[config.mk]
export PLATFORM = sky130hd
export DESIGN_NAME = phy_cr_master
export DESIGN_NICKNAME = d
export VERILOG_FILES = /design/src/rtl/phy_cr_pkg.sv /design/src/rtl/phy_cr_sync.sv /design/src/rtl/phy_cr_poller.sv /design/src/rtl/phy_cr_step_dec.sv /design/src/rtl/phy_cr_master.sv
export SDC_FILE = /design/constraint.sdc
export NUM_CORES = 1
export LEC_CHECK = 0
export BUFFER_PORTS_ARGS = -buffer_cell sky130_fd_sc_hd__clkbuf_2
export CAP_MARGIN = 15
export CORE_MARGIN = 3
export CORE_UTILIZATION = 49
export DETAILED_ROUTE_END_ITERATION = 8
export PLACE_DENSITY = 0.76
export RECOVER_POWER = 25
export SYNTH_ARGS = -nofsm -noshare
export SYNTH_HDL_FRONTEND = slang
export SYNTH_HIERARCHICAL = 1
export SYNTH_SLANG_ARGS = --single-unit
[constraint.sdc]
create_clock -name clk -period 2.25 [get_ports clk]
set_input_delay 0.225 -clock clk [delete_from_list [all_inputs] [get_ports clk]]
set_output_delay 0.225 -clock clk [all_outputs]
set_load 0.1 [all_outputs]
[src/rtl/phy_cr_pkg.sv]
package phy_cr_pkg;

  typedef enum logic [1:0] {
    OP_ADDR  = 2'd0,
    OP_WRITE = 2'd1,
    OP_READ  = 2'd2,
    OP_RSVD  = 2'd3
  } op_e;

  typedef enum logic [1:0] {
    ST_IDLE   = 2'd0,
    ST_LAUNCH = 2'd1,
    ST_WAIT   = 2'd2
  } seq_e;

  localparam int NUM_STROBES = 4;
  localparam logic [1:0] SB_CAP_ADDR = 2'd0;
  localparam logic [1:0] SB_CAP_DATA = 2'd1;
  localparam logic [1:0] SB_WRITE    = 2'd2;
  localparam logic [1:0] SB_READ     = 2'd3;

endpackage

[src/rtl/phy_cr_sync.sv]
module phy_cr_sync #(
  parameter int STAGES = 2
) (
  input  logic clk,
  input  logic rst_n,
  input  logic d,
  output logic q
);
  logic [STAGES-1:0] chain_q;

  generate
    for (genvar i = 0; i < STAGES; i++) begin : g_stage
      always_ff @(posedge clk or negedge rst_n) begin
        if (!rst_n) chain_q[i] <= 1'b0;
        else if (i == 0) chain_q[i] <= d;
        else chain_q[i] <= chain_q[(i > 0) ? i-1 : 0];
      end
    end
  endgenerate

  assign q = chain_q[STAGES-1];
endmodule

[src/rtl/phy_cr_poller.sv]
module phy_cr_poller #(
  parameter int POLL_CYCLES = 20000,
  parameter int POLL_LIMIT  = 10
) (
  input  logic clk,
  input  logic rst_n,
  input  logic go,
  input  logic want_in,
  input  logic ack_s,
  output logic hit,
  output logic expired
);
  localparam int CW = $clog2(POLL_CYCLES + 1);
  localparam int TW = $clog2(POLL_LIMIT + 1);
  localparam logic [CW-1:0] RELOAD   = CW'(POLL_CYCLES - 1);
  localparam logic [TW-1:0] LAST_TRY = TW'(POLL_LIMIT - 1);

  logic          active_q, active_d;
  logic          want_q, want_d;
  logic [CW-1:0] cnt_q, cnt_d;
  logic [TW-1:0] tries_q, tries_d;
  logic          tick, match;

  always_comb begin
    tick    = active_q && (cnt_q == '0);
    match   = (ack_s == want_q);
    hit     = tick && match;
    expired = tick && !match && (tries_q == LAST_TRY);
  end

  always_comb begin
    active_d = active_q;
    want_d   = want_q;
    cnt_d    = cnt_q;
    tries_d  = tries_q;
    if (go) begin
      active_d = 1'b1;
      want_d   = want_in;
      cnt_d    = RELOAD;
      tries_d  = '0;
    end else if (tick) begin
      if (hit || expired) begin
        active_d = 1'b0;
      end else begin
        cnt_d   = RELOAD;
        tries_d = tries_q + 1'b1;
      end
    end else if (active_q) begin
      cnt_d = cnt_q - 1'b1;
    end
  end

  always_ff @(posedge clk or negedge rst_n) begin
    if (!rst_n) begin
      active_q <= 1'b0;
      want_q   <= 1'b0;
      cnt_q    <= '0;
      tries_q  <= '0;
    end else begin
      active_q <= active_d;
      want_q   <= want_d;
      cnt_q    <= cnt_d;
      tries_q  <= tries_d;
    end
  end
endmodule

[src/rtl/phy_cr_step_dec.sv]
module phy_cr_step_dec
  import phy_cr_pkg::*;
(
  input  op_e        op,
  input  logic [1:0] step,
  output logic [1:0] sel,
  output logic       lvl,
  output logic       last
);
  always_comb begin
    lvl = ~step[0];
    unique case (op)
      OP_ADDR: begin
        sel  = SB_CAP_ADDR;
        last = (step == 2'd1);
      end
      OP_WRITE: begin
        sel  = step[1] ? SB_WRITE : SB_CAP_DATA;
        last = (step == 2'd3);
      end
      OP_READ: begin
        sel  = SB_READ;
        last = (step == 2'd1);
      end
      default: begin
        sel  = SB_CAP_ADDR;
        lvl  = 1'b0;
        last = 1'b1;
      end
    endcase
  end
endmodule

[src/rtl/phy_cr_master.sv]
module phy_cr_master
  import phy_cr_pkg::*;
#(
  parameter int DATA_W      = 16,
  parameter int POLL_CYCLES = 20000,
  parameter int POLL_LIMIT  = 10,
  parameter int SYNC_STAGES = 2
) (
  input  logic                          clk,
  input  logic                          rst_n,
  input  logic                          cmd_start,
  input  logic [1:0]                    cmd_op,
  input  logic [DATA_W-1:0]             cmd_arg,
  output logic                          busy,
  output logic                          done,
  output logic                          err,
  output logic [DATA_W-1:0]             rd_data,
  output logic [DATA_W+NUM_STROBES-1:0] phy_ctrl,
  input  logic                          phy_ack,
  input  logic [DATA_W-1:0]             phy_data_out
);
  localparam int RESET_BIT = 0;

  seq_e                   state_q, state_d;
  op_e                    op_q, op_d;
  logic [1:0]             step_q, step_d;
  logic [DATA_W-1:0]      din_q, din_d;
  logic [NUM_STROBES-1:0] strb_q, strb_d;
  logic [DATA_W-1:0]      rd_q, rd_d;
  logic                   done_q, done_d;
  logic                   err_q, err_d;

  logic       ack_s;
  logic       go, hit, expired;
  logic [1:0] sel;
  logic       lvl, last;
  logic       reset_cut;

  phy_cr_sync #(.STAGES(SYNC_STAGES)) u_sync (
    .clk   (clk),
    .rst_n (rst_n),
    .d     (phy_ack),
    .q     (ack_s)
  );

  phy_cr_step_dec u_dec (
    .op   (op_q),
    .step (step_q),
    .sel  (sel),
    .lvl  (lvl),
    .last (last)
  );

  phy_cr_poller #(
    .POLL_CYCLES (POLL_CYCLES),
    .POLL_LIMIT  (POLL_LIMIT)
  ) u_poll (
    .clk     (clk),
    .rst_n   (rst_n),
    .go      (go),
    .want_in (lvl),
    .ack_s   (ack_s),
    .hit     (hit),
    .expired (expired)
  );

  assign reset_cut = (op_q == OP_WRITE) && (step_q == 2'd1) && din_q[RESET_BIT];

  always_comb begin
    state_d = state_q;
    op_d    = op_q;
    step_d  = step_q;
    din_d   = din_q;
    strb_d  = strb_q;
    rd_d    = rd_q;
    err_d   = err_q;
    done_d  = 1'b0;
    go      = 1'b0;
    unique case (state_q)
      ST_IDLE: begin
        if (cmd_start) begin
          if (op_e'(cmd_op) == OP_RSVD) begin
            done_d = 1'b1;
            err_d  = 1'b1;
          end else begin
            err_d   = 1'b0;
            strb_d  = '0;
            op_d    = op_e'(cmd_op);
            step_d  = 2'd0;
            if (op_e'(cmd_op) != OP_READ) din_d = cmd_arg;
            state_d = ST_LAUNCH;
          end
        end
      end
      ST_LAUNCH: begin
        strb_d[sel] = lvl;
        go          = 1'b1;
        state_d     = ST_WAIT;
      end
      ST_WAIT: begin
        if (hit) begin
          if ((op_q == OP_READ) && (step_q == 2'd0)) rd_d = phy_data_out;
          if (last) begin
            done_d  = 1'b1;
            state_d = ST_IDLE;
          end else if (reset_cut) begin
            strb_d[SB_WRITE] = 1'b1;
            done_d           = 1'b1;
            state_d          = ST_IDLE;
          end else begin
            step_d  = step_q + 1'b1;
            state_d = ST_LAUNCH;
          end
        end else if (expired) begin
          err_d   = 1'b1;
          done_d  = 1'b1;
          state_d = ST_IDLE;
        end
      end
      default: state_d = ST_IDLE;
    endcase
  end

  always_ff @(posedge clk or negedge rst_n) begin
    if (!rst_n) begin
      state_q <= ST_IDLE;
      op_q    <= OP_ADDR;
      step_q  <= '0;
      din_q   <= '0;
      strb_q  <= '0;
      rd_q    <= '0;
      done_q  <= 1'b0;
      err_q   <= 1'b0;
    end else begin
      state_q <= state_d;
      op_q    <= op_d;
      step_q  <= step_d;
      din_q   <= din_d;
      strb_q  <= strb_d;
      rd_q    <= rd_d;
      done_q  <= done_d;
      err_q   <= err_d;
    end
  end

  assign busy     = (state_q != ST_IDLE);
  assign done     = done_q;
  assign err      = err_q;
  assign rd_data  = rd_q;
  assign phy_ctrl = {strb_q, din_q};
endmodule

==> results of run 1 <==
==> cells by family after synthesis <==
logic type,Yosys count,synth area share
XOR/XNOR,2,0.00494
AND/OR/NAND/NOR,138,0.208
buffers and inverters,35,0.0423
flip-flops,67,0.472
adder cells (fa/ha/maj),14,0.0493
AO/OA/AOI/OAI,68,0.147
multiplexers,24,0.0758
==> worst register-to-register path, cell delays in order, from the launching register on <==
cell and delay [ps]:
dfrtp_2 410, inv_2 50, ha_1 180, or3_1 340, a31o_1 210, and2b_2 240, o2bb2ai_4 70, or4b_1 470
o311ai_1 90
==> state kept, by name (all words and copies together) (netlist names) <==
| signal | cells |
|---|---|
| u_poll/active_q | 1 |
| u_sync/q | 1 |
| u_poll/tries_q | 4 |
| din_q | 16 |
| strb_q | 4 |
| op_q | 2 |
| rd_data | 16 |
| u_poll/want_q | 1 |
| err | 1 |
| state_q | 2 |
| u_sync/chain_q | 1 |
| u_poll/cnt_q | 15 |
| step_q | 2 |
| done | 1 |
==> final timing paths <==
path                                    from                end  depth (start not counted)
min reg2reg                u_sync/chain_q[0]           u_sync/q                          0
min in group asynchronous              rst_n  u_poll/tries_q[0]                          2
max in group asynchronous              rst_n            op_q[1]                          2
max                                  op_q[1]          step_q[0]                          8
max reg2reg                          op_q[1]          step_q[0]                          8
min                              cmd_arg[11]          din_q[11]                          3
==> layer usage <==
metal	vias to the layer above	share of wire	GRT usage
li1	1441	-	-
met1	1443	0.44	0.282
met2	85	0.49	0.330
met3	9	0.060	0.0597
met4	0	0.012	0.0616
met5	-	0	0
==> area by class of cell <==
| class | instances | share of cell area |
|---|---|---|
| multi-input combinational | 246 | 0.394 |
| sequential | 67 | 0.376 |
| timing repair buffer | 100 | 0.126 |
| clock inverter | 7 | 0.0280 |
| clock buffer | 9 | 0.0278 |
| tap | 96 | 0.0269 |
| inverter | 25 | 0.0216 |
==> Yosys cell counts (2+ instances only) <==
| library cell | n | area share |
|---|---|---|
| a211oi_1 | 2 | 0.0042 |
| a21boi_0 | 3 | 0.0063 |
| a21oi_1 | 13 | 0.018 |
| a221oi_1 | 2 | 0.0049 |
| a22o_1 | 2 | 0.0049 |
| a22oi_1 | 6 | 0.013 |
| a31oi_1 | 2 | 0.0035 |
| a32oi_1 | 3 | 0.0074 |
| a41oi_1 | 2 | 0.0049 |
| and3_1 | 2 | 0.0035 |
| and4_1 | 2 | 0.0049 |
| buf_2 | 4 | 0.0056 |
| clkbuf_1 | 4 | 0.0042 |
| dfrtp_1 | 67 | 0.47 |
| ha_1 | 14 | 0.049 |
| inv_1 | 24 | 0.025 |
| mux2_2 | 19 | 0.060 |
| mux2i_1 | 4 | 0.011 |
| nand2_1 | 62 | 0.066 |
| nand2b_1 | 2 | 0.0035 |
| nand3_1 | 7 | 0.0099 |
| nand4_1 | 5 | 0.0088 |
| nand4b_1 | 3 | 0.0074 |
| nor2_1 | 17 | 0.018 |
| nor2b_1 | 7 | 0.012 |
| nor3_1 | 4 | 0.0056 |
| nor4_1 | 3 | 0.0053 |
| nor4_2 | 2 | 0.0070 |
| o21a_1 | 3 | 0.0063 |
| o21ai_0 | 13 | 0.018 |
| o31ai_1 | 4 | 0.0085 |
| or2_2 | 2 | 0.0035 |
| or3_1 | 3 | 0.0053 |
| or4_4 | 2 | 0.0063 |
==> through the flow <==
stage	setup WS, ps	instance area [sq um]	util
after floorplan	25.0	3570	-
after global placement	112	4180	0.605
after detailed placement	-3.17	4180	0.605
after CTS	4.87	4440	0.643
after global routing	0.555	4460	0.646
final	95.1	4460	0.646
==> where the power goes <==
part	total, uW	leakage, uW	switching [uW]	internal [uW]
Combinational	3290	0.00123	2450	833
Sequential	1740	0.000808	240	1500
Clock	1230	0.000124	488	746
==> timing repair <==
item,4_1_cts,5_1_grt
buffers inserted,0,1
endpoints found under the setup margin,0,3
resized for setup,0,7
hold endpoints to repair,1,0
hold buffers,1,0
==> impl_metrics.py, run 1 <==
metrics = {
    "placed_design": {
        "io_buffers": 76,
        "place_congestion": 0.928,
        "place_inst": 532,
        "hpwlAfterDp_um": 5900,
    },
    "logic_synthesis": {
        "yosysWarningCount": 6,
        "ys_ff_latch": 67,
        "synth_cell_types": 68,
        "syn-num-nets": 400,
        "synthCells": 348,
        "synth_top_flop_cell": "dfrtp_1",
        "synth_area_sq_um": 3550,
        "synth_edf_count": 0,
        "seq_area_frac_synth": 0.472,
        "syn_avg_cell_area_sq_um": 10.2,
        "synthArstFlopShare": 1.00,
    },
    "die": {
        "die_width_um": 91.1,
        "core_sq_um": 6910,
        "num_rows": 30,
        "die_h_um": 91.1,
        "die_area_sq_um": 8300,
        "num_io_pins": 77,
        "start_util": 0.514,
    },
    "finish": {
        "synthToLayoutAreaGrowth_pct": 25.7,
        "multi_input_area_sq_um": 1760,
        "n_fill_cell": 561,
        "seq_area_sq_um": 1680,
        "layoutNonFillerInstCount": 550,
        "nets": 501,
        "drive_above_1_share": 0.352,
        "diodes": 0,
        "mostFrequentLayoutCells": "76 x clkbuf_2, 66 x dfrtp_1, 62 x nand2_1",
        "final_common_cell": "clkbuf_2",
    },
    "timing": {
        "slew_violations": 68,
        "hold_violations": 0,
        "period_share": 0.958,
        "worst_pin_slew_ps": 1610,
        "relSlewSlack": -0.0746,
        "worst_hold_slack_ps": 78.1,
        "rsz0062_at_grt": "false",
        "timing.fmax_mhz": 464,
        "finalClockSkew_ps": 11.3,
        "tns_ps": 0,
        "period_minus_slack_ps": 2150,
        "setup_viol": 0,
    },
    "clock_tree": {
        "cts_root_buf": "clkbuf_8",
        "clockBufferDepth": 2,
        "numCtsBuffers": 9,
        "clock_latency_ps": 340,
        "cts.sinks": 67,
        "tritoncts": "built",
        "h-tree-depth": 3,
        "path_clk_slew_ps": 80,
    },
    "power_and_ir_drop": {
        "total_power_uw": 6260,
        "p_leak_uw": 0.00216,
        "p_per_area_nw_per_um2": 1400,
        "peakVddDrop_uv": 1170,
    },
    "setup_path": {
        "cp_top_family": "simple AND/OR/NAND/NOR gates",
        "cp_slowest_cell": "or4b_1",
        "cp_max_fo": 6,
        "critical_path.endpoint_type": "register",
        "cp-start-kind": "register",
        "crit_type": "register to register",
        "critical_path_required_ps": 2490,
        "path_buf_inv": 1,
        "arrival_ps": 2390,
        "cp_cell_sequence": "inv_2 > ha_1 > or3_1 > a31o_1 > and2b_2 > o2bb2ai_4 > or4b_1 > o311ai_1",
        "ff2ff_setup_slack_ps": 100,
        "max_stage_delay_ps": 470,
    },
    "worst_hold_path": {
        "hold_class": "input pin to register",
    },
    "global_routing": {
        "grt_use_total": 0.210,
        "grt_pass1_wl_um": 14200,
        "grt_pass1_vias": 2972,
        "antenna_found_initial": 0,
        "grt_overflow": 0,
        "grt_start_max_net_pins": 68,
    },
    "job": {
        "max-cap-violations": 1,
    },
    "drt": {
        "dr.pass1.iters": 5,
        "vias": 2978,
        "dr.first_iter.drc_count": 304,
        "totalWireLength_um": 8170,
        "drc": 0,
        "detail_route.wl_per_cell_um": 14.8,
        "ant_nets": 0,
        "vias_per_cell": 5.41,
    },
    "status": {
        "run_status": "finished, violations left",
        "violations": "max-capacitance violations, max-slew violations",
    },
}
Power figures use the tool's default switching activity.
==> run 2, diff against run 1 <==
--- a/config.mk
+++ b/config.mk
@@ -10,6 +10,7 @@
 export CORE_MARGIN = 3
 export CORE_UTILIZATION = 49
 export DETAILED_ROUTE_END_ITERATION = 8
+export MAX_ROUTING_LAYER = met4
 export PLACE_DENSITY = 0.76
 export RECOVER_POWER = 25
 export SYNTH_ARGS = -nofsm -noshare
==> run 2 against run 1 <==
Compared with the run above: design area fell by 0.53%; the run still ends with max-capacitance violations, max-slew violations left; critical endpoint unchanged; critical path type unchanged; flip-flop and latch count is the same; largest cell class unchanged; worst hold slack got worse by 4.2 ps; largest power group unchanged.
==> impl_metrics.py, run 2 (same netlist as run 1, synthesis figures left out) <==
metrics = {
    "timing": {
        "tns_ps": 0,
        "hold_violations": 0,
        "period_share": 0.949,
        "period_minus_slack_ps": 2130,
        "worst_hold_slack_ps": 73.9,
        "setup_viol": 0,
        "finalClockSkew_ps": 6.03,
        "rsz0062_at_grt": "false",
        "relSlewSlack": -0.0775,
        "worst_pin_slew_ps": 1620,
        "timing.fmax_mhz": 468,
        "slew_violations": 68,
    },
    "global_routing": {
        "grt_overflow": 0,
        "grt_use_total": 0.210,
        "grt_pass1_vias": 3017,
        "grt_pass1_wl_um": 13800,
        "grt_start_max_net_pins": 68,
        "antenna_found_initial": 0,
    },
    "finish": {
        "final_area_sq_um": 4440,
        "final_common_cell": "clkbuf_2",
        "nets": 501,
        "mostFrequentLayoutCells": "76 x clkbuf_2, 66 x dfrtp_1, 62 x nand2_1",
        "diodes": 0,
        "drive_above_1_share": 0.350,
        "synthToLayoutAreaGrowth_pct": 25.1,
    },
    "drt": {
        "totalWireLength_um": 8040,
        "vias_per_cell": 5.57,
        "ant_nets": 0,
        "drc": 0,
        "detail_route.wl_per_cell_um": 14.6,
        "dr.first_iter.drc_count": 224,
        "vias": 3063,
        "dr.pass1.iters": 5,
    },
    "die": {
        "core_sq_um": 6910,
        "die_width_um": 91.1,
        "num_io_pins": 77,
        "die_h_um": 91.1,
        "start_util": 0.514,
        "num_rows": 30,
        "die_area_sq_um": 8300,
    },
    "clock_tree": {
        "h-tree-depth": 3,
        "path_clk_slew_ps": 80,
        "clock_latency_ps": 340,
        "cts.sinks": 67,
        "tritoncts": "built",
        "cts_root_buf": "clkbuf_8",
        "clockBufferDepth": 2,
        "numCtsBuffers": 9,
    },
    "setup_path": {
        "rr_worst_depth": 8,
        "ff2ff_setup_slack_ps": 120,
        "r2r_start": "op_q[1]",
        "critical_path_required_ps": 2490,
        "timing.rr.end": "step_q[0]",
        "critical_path.endpoint_type": "register",
        "critical_path.startpoint": "op_q[1]",
        "cp_max_fo": 5,
        "endpoint": "step_q[0]",
        "cp-start-kind": "register",
        "arrival_ps": 2370,
        "crit_type": "register to register",
    },
    "placed_design": {
        "place_congestion": 0.987,
        "place_area_sq_um": 4180,
        "io_buffers": 76,
        "hpwlAfterDp_um": 5940,
    },
    "status": {
        "run_status": "finished, violations left",
        "violations": "max-capacitance violations, max-slew violations",
    },
    "power_and_ir_drop": {
        "peakVddDrop_uv": 1490,
        "p_per_area_nw_per_um2": 1390,
        "p_leak_uw": 0.00215,
    },
    "job": {
        "max-cap-violations": 1,
    },
    "worst_hold_path": {
        "hold_class": "input pin to register",
    },
}
run 2: cell types whose count changed in the layout (fill, tap and decap cells not counted), sizes merged:
cell,before,now
clkinvlp,0,2
bufinv,3,2
clkinv,3,2
run 2: routing by layer:
metal / GRT usage / routed length [um] / up-vias
met1: 0.273 / 3510 / 1492
li1: - / - / 1442
met5: - / 0 / -
met2: 0.332 / 3980 / 116
met3: 0.0348 / 423 / 13
met4: 0.0817 / 127 / 0
run 2: timing repair:
| action | CTS | global route |
|---|---|---|
| setup endpoints to repair | 0 | 3 |
| buffers inserted | 0 | 1 |
| gates resized for setup | 0 | 6 |
| hold buffers | 1 | 0 |
| endpoints found under the hold margin | 1 | 0 |
run 2: worst min-delay path by stage:
stage	from	endpoint	slack (ps)	depth (start not counted)
floorplan	rst_n	din_q[0]	-70	0
finish	cmd_arg[11]	din_q[11]	70	3
CTS	cmd_arg[12]	din_q[12]	60	3
global route	cmd_arg[7]	din_q[7]	70	3
global placement	phy_ack	u_sync/chain_q[0]	330	1
detailed placement	phy_ack	u_sync/chain_q[0]	340	1
run 2: metrics by stage:
stage	std cells	util	worst slack (ps)	total power [uW]
floorplan	348	-	25.0	4310
global placement	532	0.605	112	4950
detailed placement	532	0.605	37.7	5020
CTS	549	0.639	35.7	6150
global route	550	0.643	0.628	6520
finish	550	0.643	115	6170
run 2: cell type report:
class,count,area [sq um]
Multi-Input combinational cell,246,1760
Inverter,25,96.3
Timing Repair Buffer,100,561
Clock buffer,9,124
Clock inverter,7,101
Tap cell,96,120
Fill cell,566,2470
Sequential cell,67,1680
run 2: report_power, final:
part | internal (uW) | switching [uW] | leakage, uW
logic | 843 | 2470 | 0.00123
clock network | 631 | 482 | 0.000106
registers | 1500 | 237 | 0.000808
run 2: critical path, stage by stage, from the launching register on:
cell,delay (ps)
dfrtp_2,380
inv_1,70
ha_1,180
or3_1,340
a31o_1,210
and2b_2,240
o2bb2ai_4,70
or4b_1,470
o311ai_1,80
